File: src/rtl/bpar_pkg.sv
package bpar_pkg;
  localparam int AD_W  = 32;
  localparam int CBE_W = 4;

  typedef struct packed {
    logic addr;
    logic wdat;
    logic rdat;
  } phase_t;
endpackage

File: src/rtl/bpar_xor_tree.sv
module bpar_xor_tree #(
  parameter int W = 36
) (
  input  logic [W-1:0] d_i,
  output logic         odd_o
);
  localparam int LV = (W > 1) ? $clog2(W) : 1;
  localparam int P  = 1 << LV;

  logic [2*P-2:0] node;

  for (genvar i = 0; i < P; i++) begin : g_leaf
    if (i < W) begin : g_used
      assign node[P-1+i] = d_i[i];
    end else begin : g_pad
      assign node[P-1+i] = 1'b0;
    end
  end

  for (genvar k = 0; k < P-1; k++) begin : g_node
    assign node[k] = node[2*k+1] ^ node[2*k+2];
  end

  assign odd_o = node[0];
endmodule

File: src/rtl/bpar_rst_sync.sv
module bpar_rst_sync #(
  parameter int STAGES = 2
) (
  input  logic clk,
  input  logic rst_n,
  output logic rst_q
);
  logic [STAGES-1:0] sh_q;
  logic [STAGES-1:0] sh_d;

  always_comb sh_d = {sh_q[STAGES-2:0], 1'b1};

  always_ff @(posedge clk or negedge rst_n) begin
    if (!rst_n) sh_q <= '0;
    else        sh_q <= sh_d;
  end

  assign rst_q = sh_q[STAGES-1];
endmodule

File: src/rtl/bpar_drive.sv
module bpar_drive (
  input  logic clk,
  input  logic rst_n,
  input  logic drive_i,
  input  logic odd_i,
  output logic par_o,
  output logic oe_o
);
  logic par_q, par_d;
  logic oe_q, oe_d;

  always_comb begin
    oe_d  = drive_i;
    par_d = drive_i & odd_i;
  end

  always_ff @(posedge clk or negedge rst_n) begin
    if (!rst_n) begin
      par_q <= 1'b0;
      oe_q  <= 1'b0;
    end else begin
      par_q <= par_d;
      oe_q  <= oe_d;
    end
  end

  assign par_o = par_q;
  assign oe_o  = oe_q;
endmodule

File: src/rtl/bpar_check.sv
module bpar_check (
  input  logic clk,
  input  logic rst_n,
  input  logic arm_i,
  input  logic odd_i,
  input  logic par_i,
  output logic err_o
);
  logic arm_q, arm_d;
  logic exp_q, exp_d;
  logic err_q, err_d;

  always_comb begin
    arm_d = arm_i;
    exp_d = arm_i ? odd_i : exp_q;
    err_d = arm_q & (exp_q ^ par_i);
  end

  always_ff @(posedge clk or negedge rst_n) begin
    if (!rst_n) begin
      arm_q <= 1'b0;
      exp_q <= 1'b0;
      err_q <= 1'b0;
    end else begin
      arm_q <= arm_d;
      if (arm_i) exp_q <= exp_d;
      err_q <= err_d;
    end
  end

  assign err_o = err_q;
endmodule

File: src/rtl/bus_par_unit.sv
module bus_par_unit
  import bpar_pkg::*;
#(
  parameter int ADW  = AD_W,
  parameter int CBEW = CBE_W,
  parameter int SYNC = 2
) (
  input  logic            clk,
  input  logic            rst_n,
  input  logic [ADW-1:0]  ad_i,
  input  logic [CBEW-1:0] cbe_i,
  input  logic            par_i,
  input  logic            addr_ph_i,
  input  logic            wdat_ph_i,
  input  logic            rdat_ph_i,
  input  logic            is_init_i,
  input  logic            chk_en_i,
  output logic            par_o,
  output logic            par_oe_o,
  output logic            perr_n_o,
  output logic            serr_n_o
);
  localparam int TOT_W = ADW + CBEW;

  logic   rst_q;
  logic   odd;
  phase_t ph;
  logic   drive, data_arm, addr_arm;
  logic   data_err, addr_err;

  bpar_rst_sync #(.STAGES(SYNC)) u_rst (
    .clk(clk), .rst_n(rst_n), .rst_q(rst_q)
  );

  bpar_xor_tree #(.W(TOT_W)) u_tree (
    .d_i({ad_i, cbe_i}), .odd_o(odd)
  );

  always_comb begin
    ph       = '{addr: addr_ph_i, wdat: wdat_ph_i, rdat: rdat_ph_i};
    drive    = is_init_i ? (ph.addr | ph.wdat) : ph.rdat;
    data_arm = chk_en_i & (is_init_i ? ph.rdat : ph.wdat);
    addr_arm = chk_en_i & ~is_init_i & ph.addr;
  end

  bpar_drive u_drv (
    .clk(clk), .rst_n(rst_q), .drive_i(drive), .odd_i(odd),
    .par_o(par_o), .oe_o(par_oe_o)
  );

  bpar_check u_dchk (
    .clk(clk), .rst_n(rst_q), .arm_i(data_arm), .odd_i(odd),
    .par_i(par_i), .err_o(data_err)
  );

  bpar_check u_achk (
    .clk(clk), .rst_n(rst_q), .arm_i(addr_arm), .odd_i(odd),
    .par_i(par_i), .err_o(addr_err)
  );

  assign perr_n_o = ~data_err;
  assign serr_n_o = ~addr_err;
endmodule

File: config.mk
export PLATFORM = sky130hd
export DESIGN_NAME = bus_par_unit
export DESIGN_NICKNAME = d
export VERILOG_FILES = /design/src/rtl/bpar_pkg.sv /design/src/rtl/bpar_xor_tree.sv /design/src/rtl/bpar_rst_sync.sv /design/src/rtl/bpar_drive.sv /design/src/rtl/bpar_check.sv /design/src/rtl/bus_par_unit.sv
export SDC_FILE = /design/constraint.sdc
export NUM_CORES = 1
export LEC_CHECK = 0
export BUFFER_PORTS_ARGS = -buffer_cell sky130_fd_sc_hd__buf_2
export CAP_MARGIN = 0
export CORE_MARGIN = 1.5
export CORE_UTILIZATION = 35
export DETAILED_ROUTE_END_ITERATION = 16
export GPL_TIMING_DRIVEN = 0
export MAX_ROUTING_LAYER = met4
export PLACE_DENSITY = 0.84
export SETUP_SLACK_MARGIN = 0.3
export SKIP_CTS_REPAIR_TIMING = 1
export SYNTH_ARGS = -nofsm -noshare
export SYNTH_HDL_FRONTEND = slang
export SYNTH_SLANG_ARGS = --single-unit
File: constraint.sdc
create_clock -name clk -period 0.8 [get_ports clk]
set_clock_uncertainty 0.2 [all_clocks]
set_input_delay 0.12 -clock clk [delete_from_list [all_inputs] [get_ports clk]]
set_output_delay 0.12 -clock clk [all_outputs]
set_load 0.03 [all_outputs]
# ---- Word-level counts from Yosys, hierarchy flattened
# Cells that the tools add are included.
dict set report classes {
  n_mux 2
  magnitude_cmp 0
  n_eq_ne 0
  shifts 0
  multipliers 0
  reduce_logical 0
  n_addsub 0
  div_mod_pow 0
  bitwise 47
}
# operator count
set ops {}
lappend ops {{$xor A1 B1 Y1} 37}
lappend ops {{$and A1 B1 Y1} 6}
lappend ops {{$not A1 Y1} 3}
lappend ops {{$mux W1} 2}
lappend ops {{$or A1 B1 Y1} 1}
dict set report word_totals {
  memories 0
  rom_bits 0
  latch_bits 0
  output_inout_bits 4
  register_bits 10
  mem_bits_rw 0
}

# ---- Logic depth before layout (Yosys ltp)
# Gate-level depths: netlist (run 1).
dict set report logic_depth {
  depth_word 7
  ltp_mapped 6
}

# ---- Modules after synthesis
# From an unflattened synthesis (run 1), not the netlist that was laid out.
dict set report hier_totals {
  hier_cells 60
  hier_area_um2 678.2
}
# module cells_per_inst n_inst seq_area_each_um2 area_per_inst_um2
set modules_own_cells {}
lappend modules_own_cells {bpar_xor_tree 34 1 0.0 311.5}
lappend modules_own_cells {bpar_check 6 2 75.1 105.1}
lappend modules_own_cells {bpar_drive 3 1 50.0 56.3}
lappend modules_own_cells {bpar_rst_sync 3 1 50.0 53.8}
lappend modules_own_cells {bus_par_unit 8 1 0.0 46.3}

# ---- Worst setup path before layout (run 1)
# Ideal clock, no wire load.
dict set report synth_timing {
  path_type {input -> register}
  from {input ad_i[26]}
  to {register u_achk.exp_q}
  arrival_time_ps 1285
  setup_time_ps 133
  path_slack_ps -818
  t_required_ps 467
  cell_stages 6
  cell_sequence {xnor2_1 -> xnor2_1 -> xnor2_1 -> xnor3_1 -> xnor2_1 -> mux2i_1}
}
dict set report synth_via {
  elab_chain_len 6
}
# element line_no
set synth_lines {}
lappend synth_lines {{from (decl)} bus_par_unit.sv:10} ;# input logic [ADW-1:0] ad_i,
lappend synth_lines {{$xor A1 B1 Y1 (6 in a row)} bpar_xor_tree.sv:21} ;# assign node[k] = node[2*k+1] ^ node[2*k+2];
lappend synth_lines {{to (signal assigned)} bpar_check.sv:26} ;# if (arm_i) exp_q <= exp_d;
lappend synth_lines {{to (decl)} bpar_check.sv:10} ;# logic exp_q, exp_d;
# No other way between the ends.
# A chain may end at the register's enable or synchronous reset.

# ---- Final worst setup path (run 1)
dict set report layout_timing {
  from {input ad_i[28]}
  to {register u_drv.par_q (netlist: u_drv.par_o)}
}
dict set report layout_via {
  elab_chain_len 4
}
# element line_no
set layout_lines {}
lappend layout_lines {{$xor A1 B1 Y1 (3 in a row)} bpar_xor_tree.sv:21}
lappend layout_lines {{$and A1 B1 Y1} bpar_drive.sv:14} ;# par_d = drive_i & odd_i;
lappend layout_lines {{net u_drv.par_d} bpar_drive.sv:9} ;# logic par_q, par_d;
lappend layout_lines {{to (signal assigned)} bpar_drive.sv:22} ;# par_q <= par_d;
lappend layout_lines {{to (decl)} bpar_drive.sv:9}
# The timed path passes the listed nets, and every way through them passes these cells.

==> results of run 1 <==
## flip-flops by register name, summed over array words and instances, names as in the netlist
name / cells
u_rst.sh_q: 2
u_achk.err_o: 1
u_dchk.exp_q: 1
u_dchk.err_o: 1
u_drv.oe_o: 1
u_dchk.arm_q: 1
u_achk.arm_q: 1
u_achk.exp_q: 1
u_drv.par_o: 1
## logic make-up after synthesis
kind of cell           synth area share [%]
XOR/XNOR                              48.97
flip-flops                            37.24
AND/OR/NAND/NOR                       5.214
buffers and inverters                 2.234
AO/OA/AOI/OAI                         2.606
multiplexers                          3.166
other                                0.5581
## through the flow
stage | hold WS [ns] | setup TNS [ns]
finish | -0.5650 | -3.751
global route | -0.5808 | -4.141
CTS | -0.5798 | -3.999
detailed placement | -0.2936 | -3.872
global placement | -0.2955 | -3.646
floorplan | -0.3756 | -2.604
## path summary, 6_finish.rpt
| check | depth (start not counted) | end | start |
|---|---|---|---|
| max | 7 | u_drv.par_o | ad_i[28] |
| min | 1 | u_rst.sh_q[1] | rst_n |
| max reg2reg | 2 | u_achk.err_o | u_achk.exp_q |
| min reg2reg | 0 | u_achk.arm_q | u_rst.sh_q[1] |
| max in group asynchronous | 0 | u_drv.oe_o | u_rst.sh_q[1] |
| min in group clk | 3 | u_achk.arm_q | is_init_i |
## cell usage in the layout, fill, tap and decap left out, types with 2 or more instances in the layout
cell / n
dfrtp_1: 8
xnor2_2: 7
and2_1: 2
nor2_4: 3
buf_2: 38
xor2_1: 5
xnor2_1: 23
dfrtp_2: 2
inv_2: 3
clkbuf_4: 3
buf_6: 8
buf_4: 3
## metal layers
metal	vias to the layer above	part of all wire (%)	global-route usage (%)
li1	300	-	-
met1	288	31	10.69
met2	29	62	27.67
met3	0	6.5	3.846
met4	0	0	5.556
met5	-	0	-
## layout make-up
cell class                 count  share of cell area [%]
tap                           25                   2.682
sequential                    10                   21.67
multi-input combinational     50                   43.99
clock buffer                   4                   3.112
timing repair buffer          50                   27.25
inverter                       4                   1.288
## power breakdown
group / switching [mW] / leakage [nW] / internal, mW / total (mW)
Combinational: 0.539 / 0.419 / 0.707 / 1.25
Sequential: 0.0577 / 0.122 / 0.613 / 0.670
Clock: 0.160 / 0.0210 / 0.276 / 0.436
Total: 0.757 / 0.562 / 1.60 / 2.35
==> run_results.csv, run 1 <==
group,metric,value,unit
finish,final_area,1166,um2
clock_tree,cts.clk_slew.worst_paths,0.06,ns
finish,layout-drive-gt1-share,61.86,%
worst_setup_path,worstPathMaxFanout,3,
place,dp_slack,-1.058,ns
worst_setup_path,cp-end-kind,"register",
drt,antenna_left,0,
global_route,antenna_found_initial,0,
yosys,synth_edf_count,0,
outcome,violations,"negative hold slack, negative setup slack",
timing,setup_slack,-0.7672,ns
clock_tree,clk_latency,0.25,ns
worst_setup_path,critPathRequiredTime,0.76,ns
power,p_total,2.352,mW
clock_tree,numCtsBuffers,3,
yosys,syn_nets,108,
drt,wl_per_cell,9.615,um
power,p_per_area,2017,nW/um2
yosys,synth_top_area_share,39.11,%
place,dp_cells,136,
yosys,netlist_area,671.9,um2
floorplan,dieArea,2192,um2
floorplan,die_y,46.82,um
yosys,synth_flop_cell,"dfrtp_1",
finish,fin_nets,163,
place,dpl_cell_area,993.5,um2
drt,drcViolationCount,0,
timing,hold_viol,17,
worst_setup_path,path_cells,"buf_2, xnor2_2, xnor2_1, xnor2_1, xnor3_1, xnor2_2, a211oi_1",
yosys,synth_most_common_cell,"xnor2_1",
drt,dr_total_vias,617,
yosys,synthCells,64,
finish,final_cells,143,
worst_setup_path,path_buf_inv,1,
drt,drt_pass1_iterations,2,
worst_setup_path,cpLargestDelayFamily,"XOR/XNOR gates",
yosys,yosysSeqAreaShare,37.24,%
worst_hold_path,hold_path_class,"in -> async",
floorplan,io_pins,48,
finish,multi_input_area,513.0,um2
global_route,grt_pass1_wl,2049,um
place,gp_congestion,0.6737,
timing,drv_slew,0,
yosys,synthArstFlopShare,100.0,%
yosys,ys_warn_count,0,
drt,routed_wirelength,1375,um
finish,nFillCells,152,
timing,hold_ws,-0.5650,ns
clock_tree,htree_levels,1,
clock_tree,cts_root_buf,"clkbuf_4",
global_route,grt_util_all_layers,13.54,%
timing,fin_crit_sh,195.9,%
worst_setup_path,arrival,1.52,ns
drt,drt_iter0_drc,2,
global_route,grt_pass1_vias,612,
floorplan,core_area,1764,um2
yosys,synth_seq_cells,10,
drt,routed_via_density,4.315,
yosys,synth_area_leaders,"xnor2_1 39%, dfrtp_1 37%, xor2_1 6.5%",
place,post-dp-hpwl,1111,um
clock_tree,clock_path_buffers,2,
timing,setup_viol,9,
yosys,synth_commonest_cells,"30 x xnor2_1, 10 x dfrtp_1, 5 x xor2_1",
yosys,yosys.cell_types.count,14,
job,cap_violations,0,
finish,regArea,252.7,um2
place,place.port_buffers,47,
timing,fmax,638.1,MHz
floorplan,start_util,38.09,%
floorplan,row_count,15,
global_route,overflow,0,
power,peakVddDrop,1.239,mV
worst_setup_path,rrSetupSlack,-0.16,ns
floorplan,die_w,46.82,um
clock_tree,cts_tree,"done",
worst_setup_path,cp-start-kind,"input pin",
yosys,yosys.area.top_type,"xnor2_1",
worst_setup_path,slowest_delay,0.46,ns
finish,antenna_cells,0,
worst_setup_path,timing_worst_setup_path_type,"in -> reg",
yosys,avgSynthCellArea,10.50,um2
timing,period_needed,1.567,ns
outcome,status,"complete, but fails checks",
clock_tree,clock-sinks,10,
finish,post-route-util,66.10,%
power,leakagePower,0.5618,nW
timing,rsz0062_at_grt,"yes",
global_route,grt_max_degree,9,
finish,area_growth,73.56,%
worst_setup_path,slowest_stage,"xnor3_1",
Power figures use the tool's default switching activity.
==> run 2, diff against run 1 <==
ABC_CLOCK_PERIOD_IN_PS = 800   (was not set)
CORE_MARGIN = 8   (was 1.5)
==> run_results.csv, run 2 (same netlist as run 1, synthesis figures left out) <==
group,metric,value,unit
worst_setup_path,r2r-start,"u_dchk.exp_q",
floorplan,row_count,16,
worst_setup_path,slowest_delay,0.46,ns
global_route,grt_max_degree,9,
outcome,status,"complete, but fails checks",
floorplan,io_pins,48,
timing,setup_viol,9,
floorplan,die_w,59.82,um
power,p_total,2.365,mW
drt,drcViolationCount,0,
floorplan,core_area,1882,um2
worst_setup_path,cp-start-kind,"input pin",
place,gp_congestion,0.7195,
worst_setup_path,arrival,1.50,ns
worst_setup_path,timing_worst_setup_path_type,"in -> reg",
floorplan,dieArea,3578,um2
drt,wl_per_cell,11.36,um
clock_tree,clock-sinks,10,
power,peakVddDrop,1.586,mV
global_route,grt_pass1_wl,2539,um
global_route,grt_pass1_vias,697,
worst_setup_path,path_buf_inv,1,
drt,routed_wirelength,1636,um
clock_tree,cts_root_buf,"clkbuf_4",
worst_setup_path,cpLargestDelayFamily,"XOR/XNOR gates",
global_route,antenna_found_initial,0,
worst_setup_path,worstPathMaxFanout,3,
worst_setup_path,rrSetupSlack,-0.19,ns
worst_setup_path,cp-end-kind,"register",
worst_setup_path,cp.depth,7,
clock_tree,cts.clk_slew.worst_paths,0.06,ns
drt,drt_pass1_iterations,1,
finish,fin_nets,162,
job,cap_violations,0,
finish,layout-drive-gt1-share,61.54,%
outcome,violations,"negative hold slack, negative setup slack",
drt,dr_total_vias,609,
global_route,overflow,0,
drt,drt_iter0_drc,0,
worst_setup_path,cp-startpoint,"ad_i[29]",
timing,fmax,639.3,MHz
power,p_per_area,2057,nW/um2
clock_tree,htree_levels,1,
timing,drv_slew,0,
drt,antenna_left,0,
power,leakagePower,0.5493,nW
finish,post-route-util,61.10,%
drt,routed_via_density,4.229,
floorplan,die_y,59.82,um
clock_tree,cts_tree,"done",
finish,largest_reg_flops,2,
clock_tree,clock_path_buffers,2,
timing,period_needed,1.564,ns
global_route,grt_util_all_layers,9.345,%
finish,antenna_cells,0,
finish,area_growth,71.14,%
worst_setup_path,path_cells,"buf_6, xnor2_2, xnor2_1, xnor2_1, xnor3_1, xnor2_2, mux2i_1",
place,place.port_buffers,47,
clock_tree,clk_latency,0.26,ns
worst_setup_path,critPathRequiredTime,0.74,ns
worst_hold_path,hold_path_class,"in -> async",
timing,rsz0062_at_grt,"yes",
finish,layout_common_cells,"40 x buf_2, 24 x xnor2_1, 8 x dfrtp_1",
worst_setup_path,timing.rr.end,"u_dchk.err_o",
timing,hold_ws,-0.5710,ns
worst_setup_path,slowest_stage,"xnor3_1",
timing,setup_slack,-0.7642,ns
timing,hold_viol,17,
finish,final_common_cell,"buf_2",
timing,fin_crit_sh,195.5,%
clock_tree,numCtsBuffers,3,
worst_setup_path,worstSetupEndpoint,"u_achk.exp_q",
finish,regMostFlops,"u_rst.sh_q",
floorplan,start_util,35.70,%
worst_setup_path,reg2reg_depth,2,
## run 2: changes by cell type in the layout (fill, tap and decap cells not counted), sizes merged
cell,previous run,this run
buf,50,49
## run 2: area by class of cell
cell class              count  area, um2
clock buffers               4      36.28
fillers                   169      732.0
inverters                   4      15.01
multi-input cells          50      510.5
flip-flops and latches     10      252.7
well taps                  27      33.78
repair buffers             49      301.5
## run 2: metal layers
metal	GRT usage [%]	routed length, um
met3	1.290	82
met2	18.00	952
met1	8.933	574
met5	-	0
met4	4.082	27
## run 2: worst min path at each step
stage,startpoint,to,slack [ns],depth (start not counted)
after floorplan,rst_n,u_rst.sh_q[0],-0.38,0
after global placement,rst_n,u_rst.sh_q[0],-0.30,1
after detailed placement,rst_n,u_rst.sh_q[0],-0.29,1
after CTS,rst_n,u_rst.sh_q[1],-0.57,1
after global routing,rst_n,u_rst.sh_q[0],-0.59,1
final,rst_n,u_rst.sh_q[0],-0.57,1
## run 2: stage by stage
stage                     std cells  instance area (um2)  hold WS (ns)  TNS (ns)  setup WS, ns
final                           144                 1150       -0.5710    -3.776       -0.7642
after detailed placement        138                996.0       -0.2919    -3.781       -0.9969
after global placement          138                996.0       -0.2951    -3.672       -0.9925
after floorplan                  64                726.9       -0.3756    -2.604       -0.7932
after CTS                       142                 1032       -0.5669    -3.916       -0.7370
after global routing            144                 1150       -0.5869    -4.156       -0.8319
## run 2: where the power goes
part / switching [mW] / internal, mW
Sequential: 0.0600 / 0.612
Clock: 0.168 / 0.276
Combinational: 0.540 / 0.709
Total: 0.768 / 1.60
